$ cat config.mk
export PLATFORM = sky130hd
export DESIGN_NAME = bsram_front
export DESIGN_NICKNAME = d
export VERILOG_FILES = /design/src/rtl/bsram_pkg.sv /design/src/rtl/bsram_ctrl.sv /design/src/rtl/bsram_dp.sv /design/src/rtl/bsram_front.sv
export SDC_FILE = /design/constraint.sdc
export NUM_CORES = 2
export LEC_CHECK = 0
export ABC_AREA = 0
export ABC_CLOCK_PERIOD_IN_PS = 2720
export BUFFER_PORTS_ARGS = -buffer_cell sky130_fd_sc_hd__buf_4
export CAP_MARGIN = 0
export CORE_ASPECT_RATIO = 2
export CORE_MARGIN = 8
export CORE_UTILIZATION = 50
export CTS_CLUSTER_SIZE = 28
export DETAILED_ROUTE_END_ITERATION = 10
export GPL_ROUTABILITY_DRIVEN = 0
export PLACE_DENSITY = 0.68
export SLEW_MARGIN = 5
export SYNTH_ARGS = -nofsm -noshare
export SYNTH_HDL_FRONTEND = slang
export SYNTH_SLANG_ARGS = --single-unit
$ cat constraint.sdc
create_clock -name clk -period 2.72 [get_ports clk]
set_clock_uncertainty 0.05 [all_clocks]
set_input_delay 0.544 -clock clk [delete_from_list [all_inputs] [get_ports clk]]
set_output_delay 0.544 -clock clk [all_outputs]
set_load 0.05 [all_outputs]
$ cat src/rtl/bsram_pkg.sv
package bsram_pkg;
  // Command handed from the control to the datapath for one cycle.
  typedef struct packed {
    logic rd;
    logic wr;
  } cmd_t;
endpackage

$ cat src/rtl/bsram_ctrl.sv
module bsram_ctrl
  import bsram_pkg::*;
#(
  parameter int AW = 6,
  parameter int NB = 4
) (
  input  logic          clk,
  input  logic          rstN,
  input  logic [AW-1:0] addrIn,
  input  logic          startAN,
  input  logic          startBN,
  input  logic          stepN,
  input  logic          interleave,
  input  logic          selN,
  input  logic          selHi,
  input  logic          selLoN,
  input  logic          allWrN,
  input  logic          laneGateN,
  input  logic [NB-1:0] laneWrN,
  input  logic          sleepReq,
  output cmd_t          cmd,
  output logic [AW-1:0] cmdAddr,
  output logic [NB-1:0] cmdMask,
  output logic          sleepHold
);
  localparam int UW = AW - 2;

  logic          sleepQ1, sleepQ2;
  logic          activeQ, modeQ;
  logic [UW-1:0] upperQ;
  logic [1:0]    baseQ, cntQ, cntNext, lowBits;
  logic          procHit, strobeCyc, chipOn, wrAny;
  logic [NB-1:0] laneMask;

  assign sleepHold = sleepQ2;
  assign procHit   = !startAN && !selN;
  assign strobeCyc = !sleepHold && (procHit || !startBN);
  assign chipOn    = !selN && selHi && !selLoN;
  assign laneMask  = !allWrN ? {NB{1'b1}} : (!laneGateN ? ~laneWrN : '0);
  assign wrAny     = |laneMask;
  assign cntNext   = stepN ? cntQ : cntQ + 2'd1;
  assign lowBits   = modeQ ? (baseQ ^ cntNext) : (baseQ + cntNext);

  always_comb begin
    cmd     = '0;
    cmdAddr = {upperQ, lowBits};
    if (strobeCyc) begin
      if (chipOn) begin
        cmdAddr = addrIn;
        cmd.wr  = !procHit && wrAny;
        cmd.rd  = !cmd.wr;
      end
    end else if (!sleepHold && activeQ) begin
      cmd.wr = wrAny;
      cmd.rd = !wrAny;
    end
    cmdMask = cmd.wr ? laneMask : '0;
  end

  always_ff @(posedge clk or negedge rstN) begin
    if (!rstN) begin
      sleepQ1 <= 1'b0;
      sleepQ2 <= 1'b0;
      activeQ <= 1'b0;
      modeQ   <= 1'b0;
      upperQ  <= '0;
      baseQ   <= '0;
      cntQ    <= '0;
    end else begin
      sleepQ1 <= sleepReq;
      sleepQ2 <= sleepQ1;
      if (sleepHold) begin
        activeQ <= 1'b0;
      end else if (strobeCyc) begin
        activeQ <= chipOn;
        if (chipOn) begin
          upperQ <= addrIn[AW-1:2];
          baseQ  <= addrIn[1:0];
          cntQ   <= '0;
          modeQ  <= interleave;
        end
      end else if (activeQ) begin
        cntQ <= cntNext;
      end
    end
  end


  proc_start_reads_chk: assert property (@(posedge clk) disable iff (!rstN)
    (!sleepHold && procHit && selHi && !selLoN) |-> (cmd.rd && !cmd.wr));


  deselect_no_cmd_chk: assert property (@(posedge clk) disable iff (!rstN)
    (!sleepHold && !startBN && (selN || !selHi || selLoN)) |-> (!cmd.rd && !cmd.wr));


  upper_fixed_chk: assert property (@(posedge clk) disable iff (!rstN)
    (activeQ && !strobeCyc && !sleepHold) |-> (cmdAddr[AW-1:2] == $past(cmdAddr[AW-1:2])));
endmodule

$ cat src/rtl/bsram_dp.sv
module bsram_dp
  import bsram_pkg::*;
#(
  parameter int AW = 6,
  parameter int DW = 32,
  parameter int NB = 4
) (
  input  logic          clk,
  input  logic          rstN,
  input  cmd_t          cmd,
  input  logic [AW-1:0] cmdAddr,
  input  logic [NB-1:0] cmdMask,
  input  logic [DW-1:0] dIn,
  input  logic          outEnN,
  input  logic          sleepReq,
  input  logic          sleepHold,
  output logic [DW-1:0] dOut,
  output logic          dOe
);
  localparam int BW    = DW / NB;
  localparam int DEPTH = 1 << AW;

  cmd_t          cmdQ;
  logic [AW-1:0] addrQ;
  logic [NB-1:0] maskQ;
  logic [DW-1:0] dataQ, outDataQ;
  logic          outValidQ;
  logic [DW-1:0] mem [DEPTH];

  // Input stage: everything captured on the edge that accepts the command.
  always_ff @(posedge clk or negedge rstN) begin
    if (!rstN) begin
      cmdQ      <= '0;
      addrQ     <= '0;
      maskQ     <= '0;
      dataQ     <= '0;
      outValidQ <= 1'b0;
      outDataQ  <= '0;
    end else begin
      cmdQ      <= cmd;
      addrQ     <= cmdAddr;
      maskQ     <= cmdMask;
      dataQ     <= dIn;
      outValidQ <= cmdQ.rd;
      if (cmdQ.rd) outDataQ <= mem[addrQ];
    end
  end

  // Array stage: one operation per cycle, write lanes picked by the mask.
  always_ff @(posedge clk) begin
    if (cmdQ.wr) begin
      for (int k = 0; k < NB; k++) begin
        if (maskQ[k]) mem[addrQ][k*BW +: BW] <= dataQ[k*BW +: BW];
      end
    end
  end

  assign dOut = outDataQ;
  assign dOe  = outValidQ && !outEnN && !sleepReq && !sleepHold;


  single_deselect_chk: assert property (@(posedge clk) disable iff (!rstN)
    !cmdQ.rd |=> !dOe);


  write_no_drive_chk: assert property (@(posedge clk) disable iff (!rstN)
    cmdQ.wr |=> !dOe);
endmodule

$ cat src/rtl/bsram_front.sv
module bsram_front
  import bsram_pkg::*;
#(
  parameter int AW = 6,
  parameter int DW = 32,
  parameter int NB = 4
) (
  input  logic          clk,
  input  logic          rstN,
  input  logic [AW-1:0] addrIn,
  input  logic          startAN,
  input  logic          startBN,
  input  logic          stepN,
  input  logic          interleave,
  input  logic          selN,
  input  logic          selHi,
  input  logic          selLoN,
  input  logic          allWrN,
  input  logic          laneGateN,
  input  logic [NB-1:0] laneWrN,
  input  logic          outEnN,
  input  logic          sleepReq,
  input  logic [DW-1:0] dIn,
  output logic [DW-1:0] dOut,
  output logic          dOe
);
  cmd_t          cmd;
  logic [AW-1:0] cmdAddr;
  logic [NB-1:0] cmdMask;
  logic          sleepHold;

  bsram_ctrl #(.AW(AW), .NB(NB)) uCtrl (
    .clk(clk), .rstN(rstN), .addrIn(addrIn), .startAN(startAN), .startBN(startBN),
    .stepN(stepN), .interleave(interleave), .selN(selN), .selHi(selHi), .selLoN(selLoN),
    .allWrN(allWrN), .laneGateN(laneGateN), .laneWrN(laneWrN), .sleepReq(sleepReq),
    .cmd(cmd), .cmdAddr(cmdAddr), .cmdMask(cmdMask), .sleepHold(sleepHold)
  );

  bsram_dp #(.AW(AW), .DW(DW), .NB(NB)) uDp (
    .clk(clk), .rstN(rstN), .cmd(cmd), .cmdAddr(cmdAddr), .cmdMask(cmdMask), .dIn(dIn),
    .outEnN(outEnN), .sleepReq(sleepReq), .sleepHold(sleepHold), .dOut(dOut), .dOe(dOe)
  );
endmodule

==> flow_metrics.tcl <==
set metrics [dict create \
    combPwrFrac 0.286 \
    p_seq_frac 0.425 \
    finalCritPeriodShare 1.03 \
    start_util 0.503 \
    swShare 0.313 \
    reg2reg_to "uDp.dOut[25]" \
    cts.path.max_buffers 4 \
    netlist-cell-type-count 67 \
    worstPathArrival_ns 3.52 \
    grt_max_degree 65 \
    root_buffer "clkbuf_16" \
    clock-sinks 2137 \
    worstSetupPathType "reg -> reg" \
    final-max-slew-violation-count 0 \
    worst_pin_slew_ns 1.05 \
    port_buffers 87 \
    maxSlewHeadroom 0.295 \
    period_minus_slack_ns 2.80 \
    critPathSlowestCell "nor2_1" \
    yosysWarnings 0 \
    startpoint_type "flip-flop" \
    crit_chain "buf_12 -> buf_4 -> clkbuf_16 -> nor2_1 -> buf_12 -> nand2_1 -> o21ai_0 -> a21o_1 -> o32a_1" \
    ys_ff_latch 2137 \
    clock_latency_ns 0.82 \
    ys_seq_area_frac 0.774 \
    end_kind "flip-flop" \
    cp_common_cell "buf_12" \
    cts_max_level 4 \
    grt_overflow 0 \
    via_per_inst 6.49 \
    final_cells 7597 \
    wl_per_cell_um 33.6 \
    core_um2 164000 \
    violations "setup timing" \
    r2r-start "uDp.addrQ[1]" \
    p_leak_nw 32.9 \
    r2r_cells 9 \
    rsz0062_at_grt "yes" \
    hold_violations 0 \
    hold_class "in -> reg" \
    syn_inst 4519 \
    cts_tree "done" \
    cp_max_fo 14 \
    drt-pass1-iter-count 6 \
    hold_depth 4 \
    hpwl_mm 172 \
    die_x_um 303 \
    register_area_um2 63800 \
    reg2reg_slack_ns -0.08 \
    pin_count 88 \
    multiInputGateArea_um2 17200 \
    synth_nets 4575 \
    setup_viol 11 \
    cts.clk_slew.worst_paths_ns 0.07 \
    dp.cells 7188 \
    nets 5395 \
    place_ws_ns -0.411 \
    die-area_um2 179000 \
    die_height_um 590 \
    fin_ws_ns -0.0836 \
    drive_gt1_frac 0.271 \
    vias 49280 \
    area_delta_synth_final_pct 18.9 \
    nFillCells 11560 \
    synth-edff-count 2048 \
    grt_pass1_wl_mm 355 \
    grt_pass1_vias 49889 \
    status "finished with violations" \
    p_clk_frac 0.288 \
    hold-path-endpoint "uDp.cmdQ[1]" \
    critPathBufInv 4 \
    ant_nets 0 \
    power.net_switching_mw 27.2 \
    grt_usage 0.279 \
    wl_mm 256 \
    antenna_found_initial 12 \
    cap_violations 0 \
    min_from "startAN" \
    p_per_area_nw_per_um2 887 \
    critPathRequiredTime_ns 3.44 \
    synth-main-ff-cell "edfxtp_1" \
    ir_drop_v 0.000735 \
    drt_iter0_markers 6551 \
    timing.fmax_mhz 357 \
    p_int_mw 59.6 \
    syn-cell-area_um2 82300 \
    cts_buffers 177 \
    rows 210 \
    max_stage_delay_ns 0.82 \
    avgSynthCellArea_um2 18.2 \
    critPathTopFamily "simple AND/OR/NAND/NOR gates" \
    async_flop_share 0.0416 \
    drc 0 \
]
## Yosys cell counts (83+ instances only)
cell type,n,area [um^2]
a22oi_1,152,1140
edfxtp_1,2048,61500
mux4_2,158,3560
a21oi_1,83,415
nor2_1,374,1400
dfrtp_1,89,2230
clkbuf_1,88,330
mux2i_1,319,3190
o22ai_1,114,713
nand2_1,142,533
buf_2,108,541
a221oi_1,253,2220
## flip-flops by register name, summed over array words and instances, names as in the netlist
register	cells
uDp.mem	2048
uDp.dOut	32
uDp.dataQ	32
uDp.addrQ	6
uCtrl.upperQ	4
uDp.maskQ	4
uCtrl.baseQ	2
uCtrl.cntQ	2
uDp.cmdQ	2
uCtrl.activeQ	1
uCtrl.modeQ	1
uCtrl.sleepHold	1
uCtrl.sleepQ1	1
uDp.outValidQ	1
## cell usage in the layout (no fill, tap or decap), drive strengths merged, types with 10 or more instances in the layout
cell type and n:
nand4 14, mux4 158, nand2 142, a31oi 15, o22ai 114, buf 885
edfxtp 2048, clkbuf 243, a221oi 256, a22oi 152, dfrtp 89, a21oi 83
a22o 24, nor2 376, mux2i 319, mux2 85, clkinv 58, and2 14
and3 13, nand3 48, o21ai 109, o22a 10, dlygate4sd3 51, o211ai 18
o32a 22
## how the worst max path moves through the flow
stage / start / slack [ns] / cells past startpoint / to
after floorplan: uDp.addrQ[5] / 0.18 / 6 / uDp.mem[59][10]
after global placement: uDp.addrQ[0] / -0.49 / 7 / uDp.dOut[3]
after detailed placement: uDp.addrQ[0] / -0.41 / 7 / uDp.dOut[3]
after CTS: uDp.addrQ[0] / -0.12 / 7 / uDp.dOut[3]
after global routing: uDp.addrQ[0] / -0.08 / 10 / uDp.mem[40][0]
final: uDp.addrQ[1] / -0.08 / 9 / uDp.dOut[25]
## cell type report
type	instances	share of cell area
flip-flops and latches	2137	0.652
multi-input cells	2076	0.176
repair buffers	942	0.0878
clock buffers	238	0.0505
well taps	2120	0.0271
clock inverters	77	0.00599
inverters	5	0.000307
diodes	2	0.0000512
## repair_timing
item,CTS,global route
pin swaps,2,10
endpoints found under the hold margin,102,0
gates cloned,1,5
endpoints found under the setup margin,176,110
gates resized for setup,26,60
hold buffers,51,0
setup buffers,10,25
## layer usage
| layer | vias up | track usage | routed length, um |
|---|---|---|---|
| met5 | - | 0 | 39 |
| met4 | 6 | 0.215 | 24100 |
| met3 | 905 | 0.0452 | 21400 |
| met2 | 3197 | 0.483 | 129000 |
| met1 | 25124 | 0.304 | 80700 |
| li1 | 20048 | - | - |
## logic make-up after synthesis
| group | after synthesis | share of synthesized area |
|---|---|---|
| flops | 2137 | 0.774 |
| compound gates | 860 | 0.0770 |
| simple gates | 649 | 0.0333 |
| mux | 562 | 0.0937 |
| buf+inv | 306 | 0.0211 |
| xor+xnor | 4 | 0.000426 |
| fa+ha+maj | 1 | 0.000152 |
## power by group through the flow
stage / logic (mW) / registers [mW] / clock network (mW)
finish: 24.9 / 36.9 / 25.0
global route: 25.4 / 36.9 / 26.3
CTS: 23.6 / 36.9 / 25.2
detailed placement: 23.1 / 37.6 / 0
global placement: 22.9 / 37.6 / 0
floorplan: 11.5 / 38.1 / 0
## per-stage QoR
step / instance area (um^2) / power [mW] / hold WS (ns) / TNS [ns] / utilization
2_1_floorplan: 82300 / 49.6 / 0.198 / 0 / -
3_3_place_gp: 90900 / 60.6 / 0.286 / -8.11 / 0.555
3_5_place_dp: 90900 / 60.7 / 0.294 / -7.71 / 0.555
4_1_cts: 97200 / 85.6 / 0.00672 / -0.117 / 0.594
5_1_grt: 97800 / 88.6 / 0.0588 / -1.18 / 0.598
6_report: 97800 / 86.8 / 0.0275 / -0.403 / 0.598
## worst reg2reg max path: stages (launching register included)
cell and delay, ns:
dfrtp_4 0.54, buf_12 0.18, buf_4 0.17, clkbuf_16 0.19, nor2_1 0.82, buf_12 0.26, nand2_1 0.08, o21ai_0 0.18
a21o_1 0.14, o32a_1 0.13
No activity file was read; power rests on OpenSTA's default activity.
